### src/rtl/irq_chain_pkg.sv
package irq_chain_pkg;

   // Structure used to form the grant
   typedef enum logic {
      CHAIN_RIPPLE  = 1'b0,   // explicit token passed line by line
      CHAIN_ISOLATE = 1'b1    // lowest-set-bit isolation by two's complement
   } chain_style_e;

   // Header field width above the one-hot field
   function automatic int hdr_width(input int cause_w, input int field_lsb, input int nsrc);
      return cause_w - field_lsb - nsrc;
   endfunction

endpackage

### src/rtl/prio_token_chain.sv
module prio_token_chain
   import irq_chain_pkg::*;
#(
   parameter int           NUM_SRC = 16,
   parameter chain_style_e STYLE   = CHAIN_RIPPLE
) (
   input  logic               token_in,
   input  logic [NUM_SRC-1:0] req,
   output logic [NUM_SRC-1:0] grant,
   output logic               any_grant
);

   generate
      if (STYLE == CHAIN_RIPPLE) begin : g_ripple
         logic [NUM_SRC:0] token;
         assign token[0] = token_in;
         for (genvar i = 0; i < NUM_SRC; i++) begin : g_link
            assign grant[i]   = req[i] & token[i];
            assign token[i+1] = token[i] & ~req[i];
         end
      end else begin : g_isolate
         logic [NUM_SRC-1:0] low_bit;
         assign low_bit = req & (~req + NUM_SRC'(1));
         assign grant   = token_in ? low_bit : '0;
      end
   endgenerate

   assign any_grant = |grant;

endmodule

### src/rtl/cause_word_build.sv
module cause_word_build #(
   parameter int NUM_SRC   = 16,
   parameter int CAUSE_W   = 32,
   parameter int FIELD_LSB = 4
) (
   input  logic               valid,
   input  logic [NUM_SRC-1:0] onehot,
   output logic [CAUSE_W-1:0] cause
);

   always_comb begin
      cause = '0;
      if (valid) begin
         cause[CAUSE_W-1]             = 1'b1;
         cause[FIELD_LSB +: NUM_SRC]  = onehot;
      end
   end

endmodule

### src/rtl/grant_capture.sv
module grant_capture #(
   parameter int NUM_SRC = 16
) (
   input  logic               clk,
   input  logic               rst,
   input  logic               load,
   input  logic [NUM_SRC-1:0] grant_d,
   input  logic               ret,
   output logic [NUM_SRC-1:0] ack
);

   logic [NUM_SRC-1:0] grant_q;

   always_ff @(posedge clk) begin
      if (rst)       grant_q <= '0;
      else if (load) grant_q <= grant_d;
   end

   assign ack = ret ? grant_q : '0;

endmodule

### src/rtl/irq_prio_chain.sv
module irq_prio_chain
   import irq_chain_pkg::*;
#(
   parameter int           NUM_SRC   = 16,
   parameter int           CAUSE_W   = 32,
   parameter int           FIELD_LSB = 4,
   parameter chain_style_e STYLE     = CHAIN_RIPPLE
) (
   input  logic               clk,
   input  logic               rst,
   input  logic               core_ready,
   input  logic               handler_ret,
   input  logic [NUM_SRC-1:0] req_masked,
   output logic               irq_out,
   output logic [NUM_SRC-1:0] ack_out,
   output logic [CAUSE_W-1:0] cause_out
);

   localparam int HDR_W = hdr_width(CAUSE_W, FIELD_LSB, NUM_SRC);

   generate
      if (NUM_SRC < 1) begin : g_bad_nsrc
         $error("NUM_SRC must be at least 1");
      end
      if (HDR_W < 1) begin : g_bad_hdr
         $error("cause word too narrow for header and one-hot field");
      end
      if (FIELD_LSB < 0) begin : g_bad_lsb
         $error("FIELD_LSB must not be negative");
      end
   endgenerate

   logic [NUM_SRC-1:0] grant;
   logic               any_grant;

   prio_token_chain #(
      .NUM_SRC (NUM_SRC),
      .STYLE   (STYLE)
   ) chain_i (
      .token_in  (core_ready),
      .req       (req_masked),
      .grant     (grant),
      .any_grant (any_grant)
   );

   cause_word_build #(
      .NUM_SRC   (NUM_SRC),
      .CAUSE_W   (CAUSE_W),
      .FIELD_LSB (FIELD_LSB)
   ) cause_i (
      .valid  (any_grant),
      .onehot (grant),
      .cause  (cause_out)
   );

   grant_capture #(
      .NUM_SRC (NUM_SRC)
   ) capture_i (
      .clk     (clk),
      .rst     (rst),
      .load    (any_grant),
      .grant_d (grant),
      .ret     (handler_ret),
      .ack     (ack_out)
   );

   assign irq_out = any_grant;

endmodule

### config.mk
export PLATFORM = sky130hd
export DESIGN_NAME = irq_prio_chain
export DESIGN_NICKNAME = d
export VERILOG_FILES = /design/src/rtl/irq_chain_pkg.sv /design/src/rtl/prio_token_chain.sv /design/src/rtl/cause_word_build.sv /design/src/rtl/grant_capture.sv /design/src/rtl/irq_prio_chain.sv
export SDC_FILE = /design/constraint.sdc
export NUM_CORES = 1
export LEC_CHECK = 0
export ABC_AREA = 1
export BUFFER_PORTS_ARGS = -buffer_cell sky130_fd_sc_hd__buf_2
export CORE_ASPECT_RATIO = 0.75
export CORE_UTILIZATION = 39
export DETAILED_ROUTE_END_ITERATION = 7
export GPL_TIMING_DRIVEN = 0
export HOLD_SLACK_MARGIN = 0.12
export PLACE_DENSITY_LB_ADDON = 0.25
export SLEW_MARGIN = 20
export SYNTH_ARGS = -nofsm -noshare
export SYNTH_HDL_FRONTEND = slang
export SYNTH_SLANG_ARGS = --single-unit
export TNS_END_PERCENT = 100
### constraint.sdc
create_clock -name clk -period 1.5 [get_ports clk]
set_input_delay 0.075 -clock clk [delete_from_list [all_inputs] [get_ports clk]]
set_output_delay 0.075 -clock clk [all_outputs]
set_load 0.02 [all_outputs]
==> results of run 1 <==
## Yosys cell counts, types with 3 or more instances
library cell  count
nand4_2           3
inv_1            43
nand4_1          16
a21oi_1          16
nor2_2            6
clkbuf_1          4
dfxtp_1          16
nand3_1           4
nor2_1            5
buf_4            16
nand2_1          26
## critical path, delay by kind of cell
kind	cells	cell delay [ps]
and+or+nand+nor	10	1190
buffers and inverters	2	220
## metrics by stage
step / setup TNS, ps / total power, mW / worst slack (ps) / hold WS [ps] / cell area (um^2)
after floorplan: -700 / 0.596 / -92.5 / 191 / 1250
after global placement: -3770 / 0.657 / -360 / 394 / 1560
after detailed placement: -4300 / 0.658 / -381 / 387 / 1560
after CTS: -833 / 1.05 / -187 / 131 / 1710
after global routing: -709 / 1.13 / -177 / 153 / 1830
final: -142 / 1.09 / -62.9 / 144 / 1830
## worst min path at each step
stage                        start                                 end  slack (ps)  depth (start not counted)
global route        req_masked[15]  capture_i.grant_q[15]$_SDFFE_PP0P_         150                          3
detailed placement  req_masked[14]  capture_i.grant_q[14]$_SDFFE_PP0P_         390                          3
finish               req_masked[9]   capture_i.grant_q[9]$_SDFFE_PP0P_         140                          3
global placement    req_masked[15]  capture_i.grant_q[15]$_SDFFE_PP0P_         390                          3
floorplan            req_masked[6]                       cause_out[11]         190                          1
CTS                 req_masked[14]  capture_i.grant_q[14]$_SDFFE_PP0P_         130                          3
## where the power goes
group          internal [mW]  switching [mW]  total (mW)
logic                  0.117           0.159       0.276
clock network          0.233           0.146       0.379
registers              0.429         0.00258       0.432
total                  0.779           0.308        1.09
## metal layers
metal	vias up	track usage, %	part of all wire (%)
li1	666	-	-
met4	0	1.85	0.13
met1	565	25.4	45
met2	47	28.0	49
met3	2	6.31	6.1
met5	-	0	0
## area by class of cell
class	instances	area, um^2
plain buffers	22	155
clock buffers	4	55.1
fillers	241	872
inverters	46	180
multi-input cells	100	663
flip-flops and latches	16	320
well taps	36	45.0
repair buffers	63	412
## kinds of logic after synthesis
kind of cell,count (synthesis),share of synthesized area (%)
other,1,0.324
and+or+nand+nor,67,33.4
DFF,16,27.7
buffers and inverters,69,28.9
AOI/OAI and AO/OA,18,9.73
## repair_timing
| item | CTS | global route |
|---|---|---|
| resized for setup | 13 | 25 |
| setup endpoints to repair | 14 | 24 |
| pin swaps | 5 | 10 |
| hold endpoints to repair | 0 | 0 |
| hold buffers | 0 | 0 |
| setup buffers | 5 | 7 |
==> impl_metrics.json, run 1 <==
{
  "reg2reg_to": "capture_i.grant_q[2]$_SDFFE_PP0P_",
  "yosysTopAreaCellShare_pct": 27.7,
  "vdd_drop_max_mv": 0.666,
  "critPathKind": "input pin to output port",
  "tightestPinTransition_ps": 505,
  "row_count": 16,
  "finClkSkew_ps": 0,
  "worstSkewPairLatency_ps": 250,
  "place.gp.congestion": 0.753,
  "period_minus_slack_ps": 1560,
  "cp.required_ps": 1420,
  "grt_pass1_wl_um": 4530,
  "drive_gt1_share_pct": 46.2,
  "clock_path_buffers": 2,
  "layout.cells.non_filler": 287,
  "final_core_util_pct": 67.7,
  "cts_tree": "built",
  "regMostFlops": "capture_i.grant_q",
  "layout_common_cells": "buf_2 (42), inv_1 (37), buf_4 (27), nand2_1 (24)",
  "track_usage_pct": 18.3,
  "synth_ff_type": "dfxtp_1",
  "synth.cell_area_um2": 1160,
  "die_y_um": 49.2,
  "portBuffers": 51,
  "num_io_pins": 69,
  "yosysTopAreaCell": "dfxtp_1",
  "die_area_um2": 3190,
  "fin_nets": 272,
  "detail_route.wl_per_cell_um": 10.7,
  "cp.arrival_ps": 1490,
  "grt_pass1_vias": 1042,
  "slew_violations": 0,
  "die_w_um": 64.9,
  "dp_cells": 272,
  "r2r-start": "capture_i.grant_q[2]$_SDFFE_PP0P_",
  "endpoint": "cause_out[19]",
  "path_cells": "buf_6, nor2_4, nand4_4, nor2_4, nand4_4, nor2_4, nand3_2, nor2_4, nand2_2, nor2_4, and3_1, buf_6",
  "areaGrowthSynthToFinish_pct": 58.2,
  "post-route-period-util_pct": 104,
  "grt_max_degree": 11,
  "dr_total_vias": 1280,
  "setup_violations": 3,
  "vias_per_cell": 4.46,
  "start_util_pct": 42.8,
  "crit_start": "req_masked[0]",
  "setup_slack_ps": -62.9,
  "async_flop_share_pct": 0,
  "rsz0062_at_grt": "true",
  "critPathSlowestCell": "nor2_4",
  "hold_viol": 0,
  "synth-seq-cells": 16,
  "cts_made_buffers": 3,
  "path_max_fanout": 4,
  "drc_errors": 0,
  "core_region_area_um2": 2700,
  "ys_warn_count": 0,
  "status": "finished, violations left",
  "largest_reg_flops": 16,
  "routed_wirelength_um": 3080,
  "synth_edf_count": 0,
  "synth_area_leaders": "dfxtp_1 (28%), inv_1 (14%), buf_4 (10%)",
  "power.leakage_nw": 1.09,
  "drv_cap": 0,
  "slowest_delay_ps": 170,
  "netlist_instances": 171,
  "antenna_found_initial": 0,
  "ys_types": 23,
  "violations": "negative setup slack",
  "cpMostUsedCell": "nor2_4",
  "critPathLaunchType": "input pin",
  "ys_seq_area_share_pct": 27.7,
  "top_regs": "capture_i.grant_q (16)",
  "drt_iter0_markers": 21,
  "avgSynthCellArea_um2": 6.77,
  "layout_commonest_cell": "buf_2",
  "relSlewSlack_pct": 66.2,
  "rr_worst_depth": 2,
  "clock-root-buffer": "clkbuf_8",
  "first_pass_iters": 4,
  "p_per_area_nw_per_um2": 594,
  "diodes": 0,
  "cts_sinks": 16,
  "regToRegSetupSlack_ps": 820,
  "worst_hold_path_type": "input pin to flip-flop",
  "overflow": 0,
  "cts_htree_levels": 1,
  "final_antenna_net_count": 0,
  "fmax_ghz": 0.640,
  "cts.reportedPaths.clkPinSlew_ps": 60,
  "place_hpwl_um": 2090,
  "cp-end-kind": "output port"
}
No activity file was read; power rests on OpenSTA's default activity.
==> inputs of run 2 (changes only) <==
clock period = 1.39 ns   (was 1.5 ns; I/O delays follow)
==> run 2 against run 1 <==
Against the previous run: the run still ends with negative setup slack left; clock skew did not move; clock-buffer cell count is the same; design area down 0.48%; via count up 1.3%; sequential power is 7.9% higher; global-route usage grew 0.81 points; setup slack got worse by 140 ps; clock power increased by 8.4%; worst hold slack about the same; critical path type unchanged; largest cell class unchanged.
==> impl_metrics.json, run 2 (synthesis gave the netlist of run 1 again) <==
{
  "status": "finished, violations left",
  "violations": "negative setup slack",
  "setup_slack_ps": -206,
  "grt_max_degree": 11,
  "grt_pass1_vias": 1086,
  "cp_num_cells": 13,
  "whs_path_depth": 3,
  "drive_gt1_share_pct": 45.6,
  "fin_nets": 271,
  "period_minus_slack_ps": 1600,
  "cp.required_ps": 1320,
  "regMostFlops": "capture_i.grant_q",
  "hold_viol": 0,
  "antenna_found_initial": 0,
  "layout_common_cells": "buf_2 (40), inv_1 (38), buf_4 (28), nand2_1 (25)",
  "path_max_fanout": 4,
  "start_util_pct": 42.8,
  "first_pass_iters": 4,
  "routed_wirelength_um": 3110,
  "vdd_drop_max_mv": 0.389,
  "path_cells": "buf_2, inv_1, nand4_4, nor2_4, nand4_4, nor2_4, nand3_2, nor2_4, o41ai_4, buf_6, nand3_4, buf_6, buf_6",
  "layout_commonest_cell": "buf_2",
  "drv_cap": 0,
  "areaGrowthSynthToFinish_pct": 57.4,
  "overflow": 0,
  "slowest_delay_ps": 160,
  "power.total_mw": 1.15,
  "cp.arrival_ps": 1530,
  "fmax_ghz": 0.627,
  "preCtsSetupSlack_ps": -490,
  "post-route-period-util_pct": 115,
  "critPathTopFamily": "simple AND/OR/NAND/NOR gates",
  "die_area_um2": 3190,
  "setup_violations": 13,
  "critPathSlowestCell": "nor2_4",
  "num_io_pins": 69,
  "clock_path_buffers": 2,
  "die_y_um": 49.2,
  "cts.reportedPaths.clkPinSlew_ps": 60,
  "power.leakage_nw": 1.08,
  "clock-root-buffer": "clkbuf_8",
  "worst_hold_path_type": "input pin to flip-flop",
  "portBuffers": 51,
  "tightestPinTransition_ps": 519,
  "critPathBufInv": 5,
  "final_antenna_net_count": 0,
  "worstSkewPairLatency_ps": 250,
  "largest_reg_flops": 16,
  "detail_route.wl_per_cell_um": 10.9,
  "drt_iter0_markers": 22,
  "grt_pass1_wl_um": 4760,
  "rsz0062_at_grt": "true",
  "cts_sinks": 16,
  "p_per_area_nw_per_um2": 629,
  "rr_worst_depth": 2,
  "critPathKind": "input pin to output port",
  "cts_hold_buf": 0,
  "whs_ps": 144,
  "vias_per_cell": 4.53,
  "cts_tree": "built",
  "place.gp.congestion": 0.769,
  "cp-end-kind": "output port",
  "drc_errors": 0,
  "track_usage_pct": 19.1,
  "place_hpwl_um": 2150,
  "diodes": 0,
  "row_count": 16,
  "critPathLaunchType": "input pin",
  "cts_htree_levels": 1,
  "core_region_area_um2": 2700,
  "top_regs": "capture_i.grant_q (16)",
  "relSlewSlack_pct": 65.3,
  "cts_made_buffers": 3,
  "dr_total_vias": 1297,
  "finalSetupTns_ps": -1940,
  "die_w_um": 64.9,
  "slew_violations": 0,
  "finClkSkew_ps": 0
}
==> run 2: worst reg2reg max path, delay by kind of cell (launching register included) <==
family	cells	cell delay (ps)
AOI/OAI and AO/OA	1	150
and+or+nand+nor	1	110
DFF	1	340
==> run 2: report_power, final <==
group	switching, mW	internal, mW	total, mW
logic	0.165	0.105	0.270
clock network	0.159	0.251	0.411
registers	0.00252	0.463	0.466
total	0.327	0.819	1.15
==> run 2: metrics by stage <==
step | area [um^2] | instances | utilization [%]
2_1_floorplan | 1250 | 185 | -
3_3_place_gp | 1560 | 272 | 57.5
3_5_place_dp | 1560 | 272 | 57.5
4_1_cts | 1710 | 281 | 63.4
5_1_grt | 1820 | 286 | 67.4
6_report | 1820 | 286 | 67.4
==> run 2: cell type report <==
| cell class | count | area, um^2 |
|---|---|---|
| clock buffer | 4 | 55.1 |
| inverter | 46 | 180 |
| sequential | 16 | 320 |
| buffer | 23 | 166 |
| multi-input combinational | 100 | 659 |
| tap | 36 | 45.0 |
| fill | 243 | 881 |
| timing repair buffer | 61 | 395 |
==> run 2: worst paths after layout <==
| check | start | to | slack [ps] |
|---|---|---|---|
| max | req_masked[2] | cause_out[31] | -210 |
| min | req_masked[9] | capture_i.grant_q[9]$_SDFFE_PP0P_ | 140 |
| max reg2reg | capture_i.grant_q[14]$_SDFFE_PP0P_ | capture_i.grant_q[14]$_SDFFE_PP0P_ | 720 |
| min reg2reg | capture_i.grant_q[9]$_SDFFE_PP0P_ | capture_i.grant_q[9]$_SDFFE_PP0P_ | 480 |
==> run 2: what timing repair did <==
item / 4_1_cts / 5_1_grt
pin swaps: 9 / 7
setup endpoints to repair: 16 / 26
endpoints found under the hold margin: 0 / 0
gates cloned: 0 / 1
setup buffers: 5 / 4
resized for setup: 15 / 22
==> run 2: metal layers <==
layer  up-vias  global-route usage (%)  routed length (um)
met4         0                    3.33                  12
met5         -                       0                   0
met1       582                    24.8                1430
met3         2                    4.91                 181
met2        47                    31.9                1490
li1        666                       -                   -
==> inputs of run 3 (changes only) <==
RECOVER_POWER = 50   (was default)
REMOVE_ABC_BUFFERS = 1   (was default)
==> run 3 against run 2 <==
Against the previous run: highest routed layer unchanged; non-clock buffer count fell by 19; sequential power barely moved; largest power group unchanged; design area fell by 13%; the flow still finishes with violations (negative setup slack).
==> impl_metrics.json, run 3 (synthesis gave the netlist of run 1 again) <==
{
  "critPathSlowestCell": "nor3_2",
  "antenna_found_initial": 0,
  "met2_usage_pct": 26.2,
  "overflow": 0,
  "worstHoldStart": "req_masked[15]",
  "place_area_um2": 1380,
  "die_area_um2": 3190,
  "clock_path_buffers": 2,
  "final_cell_area_um2": 1580,
  "num_io_pins": 69,
  "final_antenna_net_count": 0,
  "row_count": 16,
  "areaGrowthSynthToFinish_pct": 36.6,
  "largest_reg_flops": 16,
  "slew_violations": 0,
  "rr_worst_depth": 2,
  "post-route-period-util_pct": 109,
  "multi_input_area_um2": 607,
  "regToRegSetupSlack_ps": 750,
  "cpMostUsedCell": "buf_4",
  "grt_pass1_wl_um": 4170,
  "period_minus_slack_ps": 1510,
  "whs_path_depth": 3,
  "cts_made_buffers": 3,
  "drv_cap": 0,
  "met1_usage_pct": 23.4,
  "dp_cells": 251,
  "first_pass_iters": 4,
  "cts_sinks": 16,
  "cts_htree_levels": 1,
  "critPathKind": "input pin to output port",
  "cts.reportedPaths.clkPinSlew_ps": 60,
  "drt_iter0_markers": 65,
  "reg2reg_to": "capture_i.grant_q[9]$_SDFFE_PP0P_",
  "cp-end-kind": "output port",
  "portBuffers": 53,
  "worstSkewPairLatency_ps": 240,
  "dr_total_vias": 1200,
  "preCtsSetupSlack_ps": -481,
  "grt_max_degree": 17,
  "power.leakage_nw": 0.912,
  "routed_wirelength_um": 2760,
  "track_usage_pct": 16.9,
  "regMostFlops": "capture_i.grant_q",
  "place.gp.congestion": 0.743,
  "vias_per_cell": 4.51,
  "die_w_um": 64.9,
  "worst_hold_path_type": "input pin to flip-flop",
  "drc_errors": 0,
  "path_cells": "buf_6, nor2_4, buf_4, nand2_2, nor2_2, nand3_2, nor2_1, inv_1, nor3_2, nor4_4, nand3_1, buf_4",
  "rsz0062_at_grt": "true",
  "hold_end": "capture_i.grant_q[15]$_SDFFE_PP0P_",
  "start_util_pct": 42.8,
  "fmax_ghz": 0.661,
  "layout_common_cells": "inv_1 (37), buf_2 (31), nand2_1 (25)",
  "critPathTopFamily": "simple AND/OR/NAND/NOR gates",
  "cp.required_ps": 1320,
  "slowest_delay_ps": 270,
  "hold_viol": 0,
  "core_region_area_um2": 2700,
  "vdd_drop_max_mv": 0.407,
  "grt_pass1_vias": 950,
  "path_max_fanout": 3,
  "diodes": 0,
  "whs_ps": 133,
  "setup_slack_ps": -122,
  "grt.busiest_layer": "met2",
  "detail_route.wl_per_cell_um": 10.4,
  "status": "finished, violations left",
  "layout.cells.non_filler": 266,
  "finClkSkew_ps": 0,
  "register_area_um2": 320,
  "cts_tree": "built",
  "top_regs": "capture_i.grant_q (16)",
  "p_per_area_nw_per_um2": 636,
  "critPathBufInv": 4,
  "critPathLaunchType": "input pin",
  "power.total_mw": 1.01,
  "clock-root-buffer": "clkbuf_8",
  "cp.arrival_ps": 1440,
  "setup_violations": 23,
  "violations": "negative setup slack",
  "place_hpwl_um": 1920,
  "cts_hold_buf": 0,
  "nFillCells": 283,
  "layout_commonest_cell": "inv_1",
  "met3_usage_pct": 4.91,
  "r2r-start": "capture_i.grant_q[9]$_SDFFE_PP0P_",
  "drive_gt1_share_pct": 36.1,
  "fin_nets": 252,
  "die_y_um": 49.2
}
==> run 3: worst min-delay path: cells and delay by family <==
family                 cells  cell delay [ps]
buffers and inverters      1              120
AOI/OAI and AO/OA          1               60
and+or+nand+nor            1               80
==> run 3: through the flow <==
step | utilization (%) | TNS [ps]
floorplan | - | -2710
global placement | 50.3 | -9530
detailed placement | 51.1 | -8310
CTS | 57.2 | -626
global route | 58.5 | -4090
finish | 58.5 | -1110
==> run 3: how the worst max path moves through the flow <==
stage                              from            end  cells past startpoint
after floorplan              core_ready  cause_out[31]                      8
after CTS                 req_masked[0]        irq_out                     12
after detailed placement     core_ready        irq_out                     10
after global routing      req_masked[0]  cause_out[19]                     12
after global placement    req_masked[8]  cause_out[31]                      4
final                     req_masked[0]        irq_out                     12
==> run 3: layer usage <==
| layer | share of wire [%] | vias to the layer above |
|---|---|---|
| met5 | 0 | - |
| met4 | 0.25 | 0 |
| met3 | 5.8 | 2 |
| met2 | 47 | 44 |
| met1 | 47 | 532 |
| li1 | - | 622 |
==> run 3: area by class of cell <==
cell class	count	area share (%)
Inverter	46	10.9
Multi-Input combinational cell	100	38.4
Sequential cell	16	20.3
Clock buffer	3	2.61
Timing Repair Buffer	65	25.0
Tap cell	36	2.85
==> run 3: what timing repair did <==
item                       4_1_cts  5_1_grt
setup endpoints to repair       22       26
gates resized for setup         18       10
hold endpoints to repair         0        0
cloned                           0        0
pin swaps                        6        3
buffers inserted                 9        3
==> run 3: power by group <==
group          leakage, nW  total [mW]  internal [mW]  switching (mW)
combinational        0.761       0.209         0.0612           0.147
sequential           0.129       0.466          0.464         0.00238
clock               0.0216       0.331          0.192           0.139
total                0.912        1.01          0.716           0.289
